File: config.mk
export PLATFORM = sky130hd
export DESIGN_NAME = scache_port_cache
export DESIGN_NICKNAME = d
export VERILOG_FILES = /design/src/rtl/scache_pkg.sv /design/src/rtl/scache_lane_merge.sv /design/src/rtl/scache_range_mask.sv /design/src/rtl/scache_port_cache.sv
export SDC_FILE = /design/constraint.sdc
export NUM_CORES = 2
export LEC_CHECK = 0
export BUFFER_PORTS_ARGS = -buffer_cell sky130_fd_sc_hd__buf_2
export CAP_MARGIN = 15
export CORE_UTILIZATION = 60
export CTS_CLUSTER_DIAMETER = 200
export DETAILED_ROUTE_END_ITERATION = 7
export PLACE_DENSITY = 0.78
export SLEW_MARGIN = 25
export SYNTH_ARGS = -nofsm -noshare
export SYNTH_HDL_FRONTEND = slang
export SYNTH_HIERARCHICAL = 1
export SYNTH_SLANG_ARGS = --single-unit
File: constraint.sdc
create_clock -name clk -period 16.8 [get_ports clk]
set_input_delay 3.36 -clock clk [delete_from_list [all_inputs] [get_ports clk]]
set_output_delay 3.36 -clock clk [all_outputs]
set_load 0.02 [all_outputs]
File: src/rtl/scache_pkg.sv
package scache_pkg;
    localparam int CP_BYTES  = 4;
    localparam int BUS_BYTES = 8;
    localparam int CP_W      = 8 * CP_BYTES;
    localparam int BUS_W     = 8 * BUS_BYTES;

    typedef enum logic [2:0] {
        SC_IDLE,
        SC_RD_REQ,
        SC_RD_WAIT,
        SC_PF_REQ,
        SC_PF_WAIT,
        SC_WB_REQ,
        SC_PUT
    } sc_fsm_e;
endpackage

File: src/rtl/scache_lane_merge.sv
// Merges one 32-bit write into a 64-bit write line and extends its dirty mask.
module scache_lane_merge
    import scache_pkg::*;
(
    input  logic [BUS_W-1:0]     line_i,
    input  logic [BUS_BYTES-1:0] dirty_i,
    input  logic                 lane_i,
    input  logic [CP_W-1:0]      wdata_i,
    input  logic [CP_BYTES-1:0]  be_i,
    output logic [BUS_W-1:0]     line_o,
    output logic [BUS_BYTES-1:0] dirty_o
);
    for (genvar k = 0; k < BUS_BYTES; k++) begin : g_byte
        logic hit;
        assign hit = be_i[k % CP_BYTES] && (lane_i == 1'((k / CP_BYTES) % 2));
        assign line_o[8*k +: 8] = hit ? wdata_i[8*(k % CP_BYTES) +: 8] : line_i[8*k +: 8];
        assign dirty_o[k]       = dirty_i[k] | hit;
    end
endmodule

File: src/rtl/scache_range_mask.sv
// Marks the bytes of one bus word that fall inside [base, base+len).
module scache_range_mask
    import scache_pkg::*;
#(
    parameter int AW = 12
)(
    input  logic [AW-4:0]        word_i,
    input  logic [AW-1:0]        base_i,
    input  logic [AW:0]          len_i,
    output logic [BUS_BYTES-1:0] mask_o
);
    logic [AW:0] lo_ext;
    logic [AW:0] hi_ext;
    assign lo_ext = {1'b0, base_i};
    assign hi_ext = lo_ext + len_i;

    for (genvar k = 0; k < BUS_BYTES; k++) begin : g_byte
        logic [AW:0] a;
        assign a         = {1'b0, word_i, 3'(k)};
        assign mask_o[k] = (a >= lo_ext) && (a < hi_ext);
    end
endmodule

File: src/rtl/scache_port_cache.sv
module scache_port_cache
    import scache_pkg::*;
#(
    parameter int NPORTS = 2,
    parameter int AW     = 12,
    localparam int PW    = (NPORTS > 1) ? $clog2(NPORTS) : 1,
    localparam int WW    = AW - 3,
    localparam int TW    = AW - 4
)(
    input  logic                 clk,
    input  logic                 rst_n,
    input  logic                 cp_valid,
    input  logic                 cp_write,
    input  logic [PW-1:0]        cp_port,
    input  logic [AW-3:0]        cp_addr,
    input  logic [CP_W-1:0]      cp_wdata,
    input  logic [CP_BYTES-1:0]  cp_be,
    output logic                 cp_ready,
    output logic [CP_W-1:0]      cp_rdata,
    input  logic                 sy_valid,
    input  logic                 sy_put,
    input  logic [PW-1:0]        sy_port,
    input  logic [AW-1:0]        sy_base,
    input  logic [AW:0]          sy_len,
    output logic                 sy_done,
    output logic                 mem_req,
    output logic                 mem_we,
    output logic [WW-1:0]        mem_addr,
    output logic [BUS_W-1:0]     mem_wdata,
    output logic [BUS_BYTES-1:0] mem_strb,
    input  logic                 mem_gnt,
    input  logic                 mem_rvalid,
    input  logic [BUS_W-1:0]     mem_rdata
);
    typedef struct packed {
        sc_fsm_e                                        fsm;
        logic [NPORTS-1:0][1:0]                         rv;
        logic [NPORTS-1:0][1:0][TW-1:0]                 rtag;
        logic [NPORTS-1:0][1:0][BUS_W-1:0]              rdat;
        logic [NPORTS-1:0][1:0][TW-1:0]                 wtag;
        logic [NPORTS-1:0][1:0][BUS_W-1:0]              wdat;
        logic [NPORTS-1:0][1:0][BUS_BYTES-1:0]          wdirty;
        logic [PW-1:0]                                  port;
        logic                                           line;
        logic [WW-1:0]                                  baddr;
        logic                                           get_op;
        logic                                           cp_ready;
        logic [CP_W-1:0]                                rdata;
        logic                                           sy_done;
    } sc_state_t;

    sc_state_t st_d, st_q;

    // current coprocessor access decoded
    logic [WW-1:0]        cw;
    logic                 cl;
    logic [TW-1:0]        ct;
    logic [TW-1:0]        ct_nx;
    logic [TW-1:0]        fill_nx;
    logic [BUS_W-1:0]     m_line;
    logic [BUS_BYTES-1:0] m_dirty;
    logic [BUS_BYTES-1:0] r_mask;
    logic [BUS_BYTES-1:0] put_mask;

    assign cw      = cp_addr[AW-3:1];
    assign cl      = cw[0];
    assign ct      = cw[WW-1:1];
    assign ct_nx   = ct + 1'b1;
    assign fill_nx = st_q.baddr[WW-1:1] + 1'b1;

    scache_lane_merge u_merge (
        .line_i  (st_q.wdat[cp_port][cl]),
        .dirty_i (st_q.wdirty[cp_port][cl]),
        .lane_i  (cp_addr[0]),
        .wdata_i (cp_wdata),
        .be_i    (cp_be),
        .line_o  (m_line),
        .dirty_o (m_dirty)
    );

    scache_range_mask #(.AW(AW)) u_range (
        .word_i (WW'({st_q.wtag[st_q.port][st_q.line], st_q.line})),
        .base_i (sy_base),
        .len_i  (sy_len),
        .mask_o (r_mask)
    );

    assign put_mask = st_q.wdirty[st_q.port][st_q.line] & r_mask;
    assign cp_ready = st_q.cp_ready;
    assign cp_rdata = st_q.rdata;
    assign sy_done  = st_q.sy_done;

    always_comb begin
        st_d          = st_q;
        st_d.cp_ready = 1'b0;
        st_d.sy_done  = 1'b0;
        mem_req       = 1'b0;
        mem_we        = 1'b0;
        mem_addr      = st_q.baddr;
        mem_wdata     = st_q.wdat[st_q.port][st_q.line];
        mem_strb      = '0;
        case (st_q.fsm)
            SC_IDLE: begin
                if (!st_q.cp_ready && !st_q.sy_done) begin
                    if (sy_valid) begin
                        st_d.port   = sy_port;
                        st_d.get_op = !sy_put;
                        st_d.line   = 1'b0;
                        if (!sy_put) begin
                            st_d.rv[sy_port] = '0;
                            st_d.sy_done     = 1'b1;
                        end else begin
                            st_d.fsm = SC_PUT;
                        end
                    end else if (cp_valid && !cp_write) begin
                        st_d.port  = cp_port;
                        st_d.line  = cl;
                        st_d.baddr = cw;
                        if (st_q.rv[cp_port][cl] && st_q.rtag[cp_port][cl] == ct) begin
                            st_d.cp_ready = 1'b1;
                            st_d.rdata    = cp_addr[0] ? st_q.rdat[cp_port][cl][BUS_W-1:CP_W]
                                                       : st_q.rdat[cp_port][cl][CP_W-1:0];
                            if (cl && !(st_q.rv[cp_port][0] && st_q.rtag[cp_port][0] == ct_nx)) begin
                                st_d.baddr = cw + 1'b1;
                                st_d.line  = 1'b0;
                                st_d.fsm   = SC_PF_REQ;
                            end
                        end else begin
                            st_d.fsm = SC_RD_REQ;
                        end
                    end else if (cp_valid) begin
                        st_d.port = cp_port;
                        st_d.line = cl;
                        if (st_q.wdirty[cp_port][cl] != '0 && st_q.wtag[cp_port][cl] != ct) begin
                            st_d.fsm = SC_WB_REQ;
                        end else begin
                            st_d.wtag[cp_port][cl]   = ct;
                            st_d.wdat[cp_port][cl]   = m_line;
                            st_d.wdirty[cp_port][cl] = m_dirty;
                            st_d.cp_ready            = 1'b1;
                            if (&m_dirty) st_d.fsm = SC_WB_REQ;
                        end
                    end
                end
            end
            SC_RD_REQ, SC_PF_REQ: begin
                mem_req = 1'b1;
                if (mem_gnt) st_d.fsm = (st_q.fsm == SC_RD_REQ) ? SC_RD_WAIT : SC_PF_WAIT;
            end
            SC_RD_WAIT, SC_PF_WAIT: begin
                if (mem_rvalid) begin
                    st_d.rdat[st_q.port][st_q.line] = mem_rdata;
                    st_d.rv[st_q.port][st_q.line]   = 1'b1;
                    st_d.rtag[st_q.port][st_q.line] = st_q.baddr[WW-1:1];
                    st_d.fsm                        = SC_IDLE;
                    if (st_q.fsm == SC_RD_WAIT) begin
                        st_d.cp_ready = 1'b1;
                        st_d.rdata    = cp_addr[0] ? mem_rdata[BUS_W-1:CP_W] : mem_rdata[CP_W-1:0];
                        if (st_q.line && !(st_q.rv[st_q.port][0] && st_q.rtag[st_q.port][0] == fill_nx)) begin
                            st_d.baddr = st_q.baddr + 1'b1;
                            st_d.line  = 1'b0;
                            st_d.fsm   = SC_PF_REQ;
                        end
                    end
                end
            end
            SC_WB_REQ: begin
                mem_req  = 1'b1;
                mem_we   = 1'b1;
                mem_addr = WW'({st_q.wtag[st_q.port][st_q.line], st_q.line});
                mem_strb = st_q.wdirty[st_q.port][st_q.line];
                if (mem_gnt) begin
                    st_d.wdirty[st_q.port][st_q.line] = '0;
                    st_d.fsm                          = SC_IDLE;
                end
            end
            SC_PUT: begin
                mem_addr = WW'({st_q.wtag[st_q.port][st_q.line], st_q.line});
                mem_strb = put_mask;
                if (put_mask != '0) begin
                    mem_req = 1'b1;
                    mem_we  = 1'b1;
                end
                if (put_mask == '0 || mem_gnt) begin
                    st_d.wdirty[st_q.port][st_q.line] = st_q.wdirty[st_q.port][st_q.line] & ~put_mask;
                    if (st_q.line) begin
                        st_d.sy_done = 1'b1;
                        st_d.fsm     = SC_IDLE;
                    end else begin
                        st_d.line = 1'b1;
                    end
                end
            end
            default: st_d.fsm = SC_IDLE;
        endcase
    end

    always_ff @(posedge clk or negedge rst_n) begin
        if (!rst_n) st_q <= '0;
        else        st_q <= st_d;
    end

    // bus request must not change or drop before it is granted
    assert_bus_hold_R10: assert property (@(posedge clk) disable iff (!rst_n)
        mem_req && !mem_gnt |=> mem_req && $stable(mem_addr) && $stable(mem_we) && $stable(mem_strb));

    // prefetch always targets the even word that follows an odd one
    assert_pf_even_R3: assert property (@(posedge clk) disable iff (!rst_n)
        (st_q.fsm == SC_PF_REQ) |-> mem_req && !mem_we && !mem_addr[0]);

    // no bus write ever carries an empty strobe
    assert_wr_strb_R6: assert property (@(posedge clk) disable iff (!rst_n)
        mem_req && mem_we |-> mem_strb != '0);

    // an acquire leaves the port without valid read lines
    assert_get_clear_R4: assert property (@(posedge clk) disable iff (!rst_n)
        st_q.sy_done && st_q.get_op |-> st_q.rv[st_q.port] == '0);

    // completion is a single-cycle pulse
    assert_ready_pulse_R2: assert property (@(posedge clk) disable iff (!rst_n)
        cp_ready |=> !cp_ready);

    for (genvar p = 0; p < NPORTS; p++) begin : g_chk_port
        for (genvar l = 0; l < 2; l++) begin : g_chk_line
            // a fully dirty line is never left waiting in idle
            assert_no_full_idle_R7: assert property (@(posedge clk) disable iff (!rst_n)
                st_q.fsm == SC_IDLE |-> st_q.wdirty[p][l] != '1);
        end
    end
endmodule

### Word-level counts from Yosys, hierarchy flattened

Cells that the tools add are included.

* reduce and logical (&&, ||, !) cells: 59
* $lt $le $gt $ge: 26
* add/subtract/negate cells: 5
* multiplexer cells: 139
* bitwise logic cells: 20
* eq/ne operators: 30

Operator list (number)
* $mux 128: 8
* $bwmux 256: 2
* $mux 64: 8
* $mux 295: 1
* $demux 128 s1: 2
* $mux 32: 8
* $mux 16: 12
* $mux 8: 22
* $mux 33: 4
* $bwmux 32: 4
* $demux 64 s1: 2
* $lt 12x13->1: 8
* $ge 12x12->1: 8
* $pmux 32 s3: 1
* $mux 78: 1
* $pmux 33 s2: 1
* $mux 10: 5
* $mux 3: 14
* $mux 34: 1
* $and 32x32->32: 1
* $demux 16 s1: 2
* $ne 2x2->1 const B: 16
* $not 32->32: 1
* $logic_and 1x1->1: 29
* 50 further kinds: 118

* output and inout bits: 117
* bits of input ports: 145
* flip-flop bits (word level): 661

### Logic depth before layout (Yosys ltp)

* depth after elaboration: 13
* mapped depth: 22
* mapped depth without buffers: 21

### Hierarchy

The synthesis kept the hierarchy.

Modules (own cells, without submodules)
* scache_port_cache: instances 1, cells an instance 2665, area an instance 33260.6 um^2, sequential area each 16515.8 um^2
* scache_range_mask: instances 1, cells an instance 186, area an instance 1343.8 um^2, sequential area each 0.0 um^2
* scache_lane_merge: instances 1, cells an instance 85, area an instance 1027.2 um^2, sequential area each 0.0 um^2

### Worst setup path after synthesis

Ideal clock, no wire load.

* kind: input to output
* start point: in sy_base[5]
* end point: out mem_req
* path slack: 6.384 ns
* cell stages on the path: 16
* arrival: 7.056 ns
* cells stage by stage: ha_1 a21o_1 or3_4 o211ai_1 or4b_1 o311a_1 ha_1 nand3_1 or3_1 clkbuf_1 or4b_1 o211ai_1 a22oi_1 a22oi_1 and4_1 o21ai_0

* longest elaborated chain between the ends: 7
* elaborated cells on any way between the ends: 29
* classes of those cells: 1 x add/sub; 16 x order compare; 2 x mux; 1 x bitwise; 9 x reduce/logical

Ends and longest elaborated chain
* start, declared: line scache_port_cache.sv:23 `input logic [AW-1:0] sy_base,`
* $add 12x13->13: line scache_range_mask.sv:15 `assign hi_ext = lo_ext + len_i;`
* $lt 12x13->1: line scache_range_mask.sv:20 `assign mask_o[k] = (a >= lo_ext) && (a < hi_ext);`
* $logic_and 1x1->1 *: line scache_range_mask.sv:20
* via r_mask[6]: line scache_port_cache.sv:62 `logic [BUS_BYTES-1:0] r_mask;`
* $and 8x8->8 *: line scache_port_cache.sv:88 `assign put_mask = st_q.wdirty[st_q.port][st_q.line] & r_mask;`
* $reduce_bool 8->1 *: line scache_port_cache.sv:180 `if (put_mask != '0) begin`
* $mux 1 *: line scache_port_cache.sv:180
* $pmux 1 s2 *: line scache_port_cache.sv:102 `case (st_q.fsm)`
* end, declared: line scache_port_cache.sv:26 `output logic mem_req,`

Mark *: on every way through the listed nets, which the timed path passes. The rest lies on a longest branch.

### Worst setup path after layout

* start point: in sy_base[1]
* end point: out mem_we

* longest elaborated chain between the ends: 7
* elaborated cells on any way between the ends: 29
* classes of those cells: 1 x add/sub; 16 x order compare; 2 x mux; 1 x bitwise; 9 x reduce/logical

Ends and longest elaborated chain
* $add 12x13->13: line scache_range_mask.sv:15
* $lt 12x13->1: line scache_range_mask.sv:20
* $logic_and 1x1->1 *: line scache_range_mask.sv:20
* via r_mask[1]: line scache_port_cache.sv:62
* $and 8x8->8 *: line scache_port_cache.sv:88
* $reduce_bool 8->1 *: line scache_port_cache.sv:180
* $mux 1 *: line scache_port_cache.sv:180
* $pmux 1 s2 *: line scache_port_cache.sv:102
* end, declared: line scache_port_cache.sv:27 `output logic mem_we,`

Marked as above.

==> impl_metrics.yaml <==
critical_path:
  required_ns: 13.44
  cp.arrival_ns: 7.70
  endpoint_kind: "output port"
  crit_top_cell: "nor2_1"
  worst-path-max-fanout: 8
  slowest_stage: "a2111oi_0"
  criticalPathCategory: "primary input to output port"
  path_depth: 19
  startpoint_type: "primary input"
  cp_top_family: "compound AO/OA/AOI/OAI gates"
  crit_buf_inv: 2
  slowest_delay_ns: 0.47
  r2r_cells: 16
  crit_chain: "buf_2 -> ha_1 -> a21o_1 -> a21oi_1 -> o21ai_0 -> a2111oi_0 -> a311oi_1 -> ha_1 -> o21a_1 -> o21a_1 -> o21ai_1 -> o21ai_0 -> a22oi_1 -> a22oi_1 -> and4_1 -> nor2_1 -> nor2_1 -> nor2_1 -> buf_2"
cts:
  post_cts_buffers: 0
  cts.sink_count: 660
  worstSkewPairLatency_ns: 0.62
  root_buffer: "clkbuf_16"
  cts_resized: 0
  cts-buffers-inserted: 70
  clk_pin_slew_ns: 0.06
  clockBufferDepth: 3
  postCtsHoldBufs: 0
  htree_levels: 3
  cts_tree: "built"
floorplan:
  core_area_mm2: 0.0581
  initial_utilization: 0.613
  rows: 88
  ios: 262
  die_width_um: 246
  die_h_um: 246
  die_area_mm2: 0.0604
timing:
  finalCritPeriodShare: 0.658
  maxSlewViolCount: 0
  finalHoldViolCount: 0
  max_freq_mhz: 90.4
  period_needed_ns: 11.06
  tightest_slew_ns: 1.09
  slew-limit-headroom: 0.273
  final.setup.tns_ns: 0
  rsz0062_at_grt: "false"
  setup_slack_ns: 5.74
  clock_skew_ns: 0.0295
  setup_viol: 0
yosys:
  synth_top_cell_area_share: 0.464
  syn_nets: 3118
  yosysSeqAreaShare: 0.464
  synth_commonest_cells: "681 x nand2_1, 660 x dfrtp_1, 309 x mux2_2"
  synth.most_common_cell: "nand2_1"
  synth_cells: 2936
  synth_edf_count: 0
  yosysWarnings: 6
  synth_cell_types: 83
  avgSynthCellArea_um2: 12.1
  ys_async_sr_fraction: 1.00
  ys_seq_elements: 660
  synth_area_mm2: 0.0356
  synthFlopType: "dfrtp_1"
  synth_area_leaders: "dfrtp_1 46%, mux4_2 14%, mux2_2 9.8%"
  synth_top_area_cell: "dfrtp_1"
power_and_ir_drop:
  powerDensity_mw_per_mm2: 152
  ir_drop_v: 0.000123
  power_leakage_nw: 19.4
  power_w: 0.00602
layout:
  synthToLayoutAreaGrowth_pct: 11.1
  drive_above_1_share: 0.320
  fin_cells: 3910
  final-seq-area_mm2: 0.0165
  design_area_mm2: 0.0396
  multi_input_area_mm2: 0.0179
  n_fill_cell: 4098
  final_nets: 3262
placed_design:
  place_congestion: 0.921
  dpl.hpwl_um: 57200
  dp.cells: 3771
  dp_slack_ns: 5.78
  postPlaceCellArea_mm2: 0.0371
  portBuffers: 261
hold_path:
  holdPathStages: 2
  hold_path_class: "flip-flop to flip-flop"
drt:
  dr.pass1.iters: 6
  ant_nets: 0
  drt_iter0_markers: 2122
  vias: 25259
  wl_per_cell_um: 24.0
  routed_wl_um: 93800
  avgViaCountPerCell: 6.46
  drcViolationCount: 0
global_route:
  grt-ovfl-total: 0
  grt_pass1_wl_um: 149000
  grt_pass1_vias: 26455
  grt_start_max_net_pins: 188
  gr-usage-all-layers: 0.317
  antenna_found_initial: 16
job:
  drv_cap: 0
outcome:
  status: "finished clean"
power by group:
part / switching [W] / internal (W) / total [W]
logic: 0.00106 / 0.000913 / 0.00197
registers: 0.000374 / 0.00207 / 0.00245
clock network: 0.000645 / 0.000952 / 0.00160
per-layer routing:
layer,track usage,part of all wire
met5,0,0.0011
met1,0.426,0.41
met3,0.0622,0.077
met2,0.518,0.49
met4,0.105,0.025
cell families (layout without fill, tap and decap cells):
family          count (synthesis)  after routing  share of synthesized area
compound gates                274            274                     0.0573
xor+xnor                       55             55                     0.0135
fa+ha+maj                      37             37                     0.0132
buf+inv                       253            452                     0.0349
flops                         660            660                      0.464
mux                           748            748                      0.309
other cells                     0             10                          0
simple gates                  909            909                      0.109
metrics by stage:
step / util / hold WS, ns
4_1_cts: 0.679 / 0.471
3_5_place_dp: 0.639 / 0.457
5_1_grt: 0.681 / 0.492
6_report: 0.681 / 0.468
2_1_floorplan: - / 0.440
3_3_place_gp: 0.638 / 0.452
placed cells by master, fill, tap and decap left out, types with 10 or more instances in the layout:
cell | netlist | layout
clkbuf_8 | 0 | 14
clkinv_2 | 0 | 16
nor3_1 | 17 | 16
nand4_1 | 10 | 10
mux4_2 | 224 | 224
diode_2 | 0 | 10
nand2b_1 | 20 | 20
dfrtp_1 | 660 | 658
nor2_1 | 75 | 72
nor2b_1 | 17 | 17
mux2_4 | 32 | 32
a22o_1 | 45 | 45
o211ai_1 | 13 | 13
nand2_1 | 681 | 681
nand3_1 | 24 | 24
buf_2 | 52 | 257
clkbuf_16 | 0 | 73
mux2i_1 | 55 | 55
buf_4 | 37 | 25
a221o_1 | 32 | 32
xnor2_1 | 33 | 33
ha_1 | 36 | 36
o21ai_0 | 47 | 47
mux2_1 | 126 | 126
xor2_1 | 22 | 22
nor3b_1 | 11 | 11
inv_1 | 31 | 31
mux2_2 | 309 | 309
a22oi_1 | 19 | 19
a21o_1 | 13 | 13
a21oi_1 | 38 | 38
clkbuf_1 | 102 | 14
sequential cells by signal (all words and copies together), names as in the netlist:
signal / flops
st_q: 626
cp_ready: 1
cp_rdata: 32
sy_done: 1
tightest hold or removal path, stage by stage, from the launching register on:
cell and delay [ns]:
dfrtp_1 0.34, nand2_1 0.05, nand2_1 0.05
worst paths after layout:
kind	startpoint	slack (ns)	endpoint
worst max-delay path	sy_base[1]	5.74	mem_we
worst min-delay path	st_q[492]	0.47	st_q[492]
worst max register to register	st_q[45]	10.10	st_q[69]
worst min register to register	st_q[492]	0.47	st_q[492]
max in group asynchronous	rst_n	11.18	st_q[478]
min in group asynchronous	rst_n	2.79	st_q[330]
layout make-up:
| cell class | count | area share |
|---|---|---|
| multi-input combinational | 2023 | 0.452 |
| clock inverter | 26 | 0.00781 |
| clock buffer | 101 | 0.0523 |
| tap | 765 | 0.0242 |
| timing repair buffer | 294 | 0.0425 |
| inverter | 31 | 0.00294 |
| sequential | 660 | 0.417 |
| antenna | 10 | 0.000632 |
No activity file was read; power rests on OpenSTA's default activity.
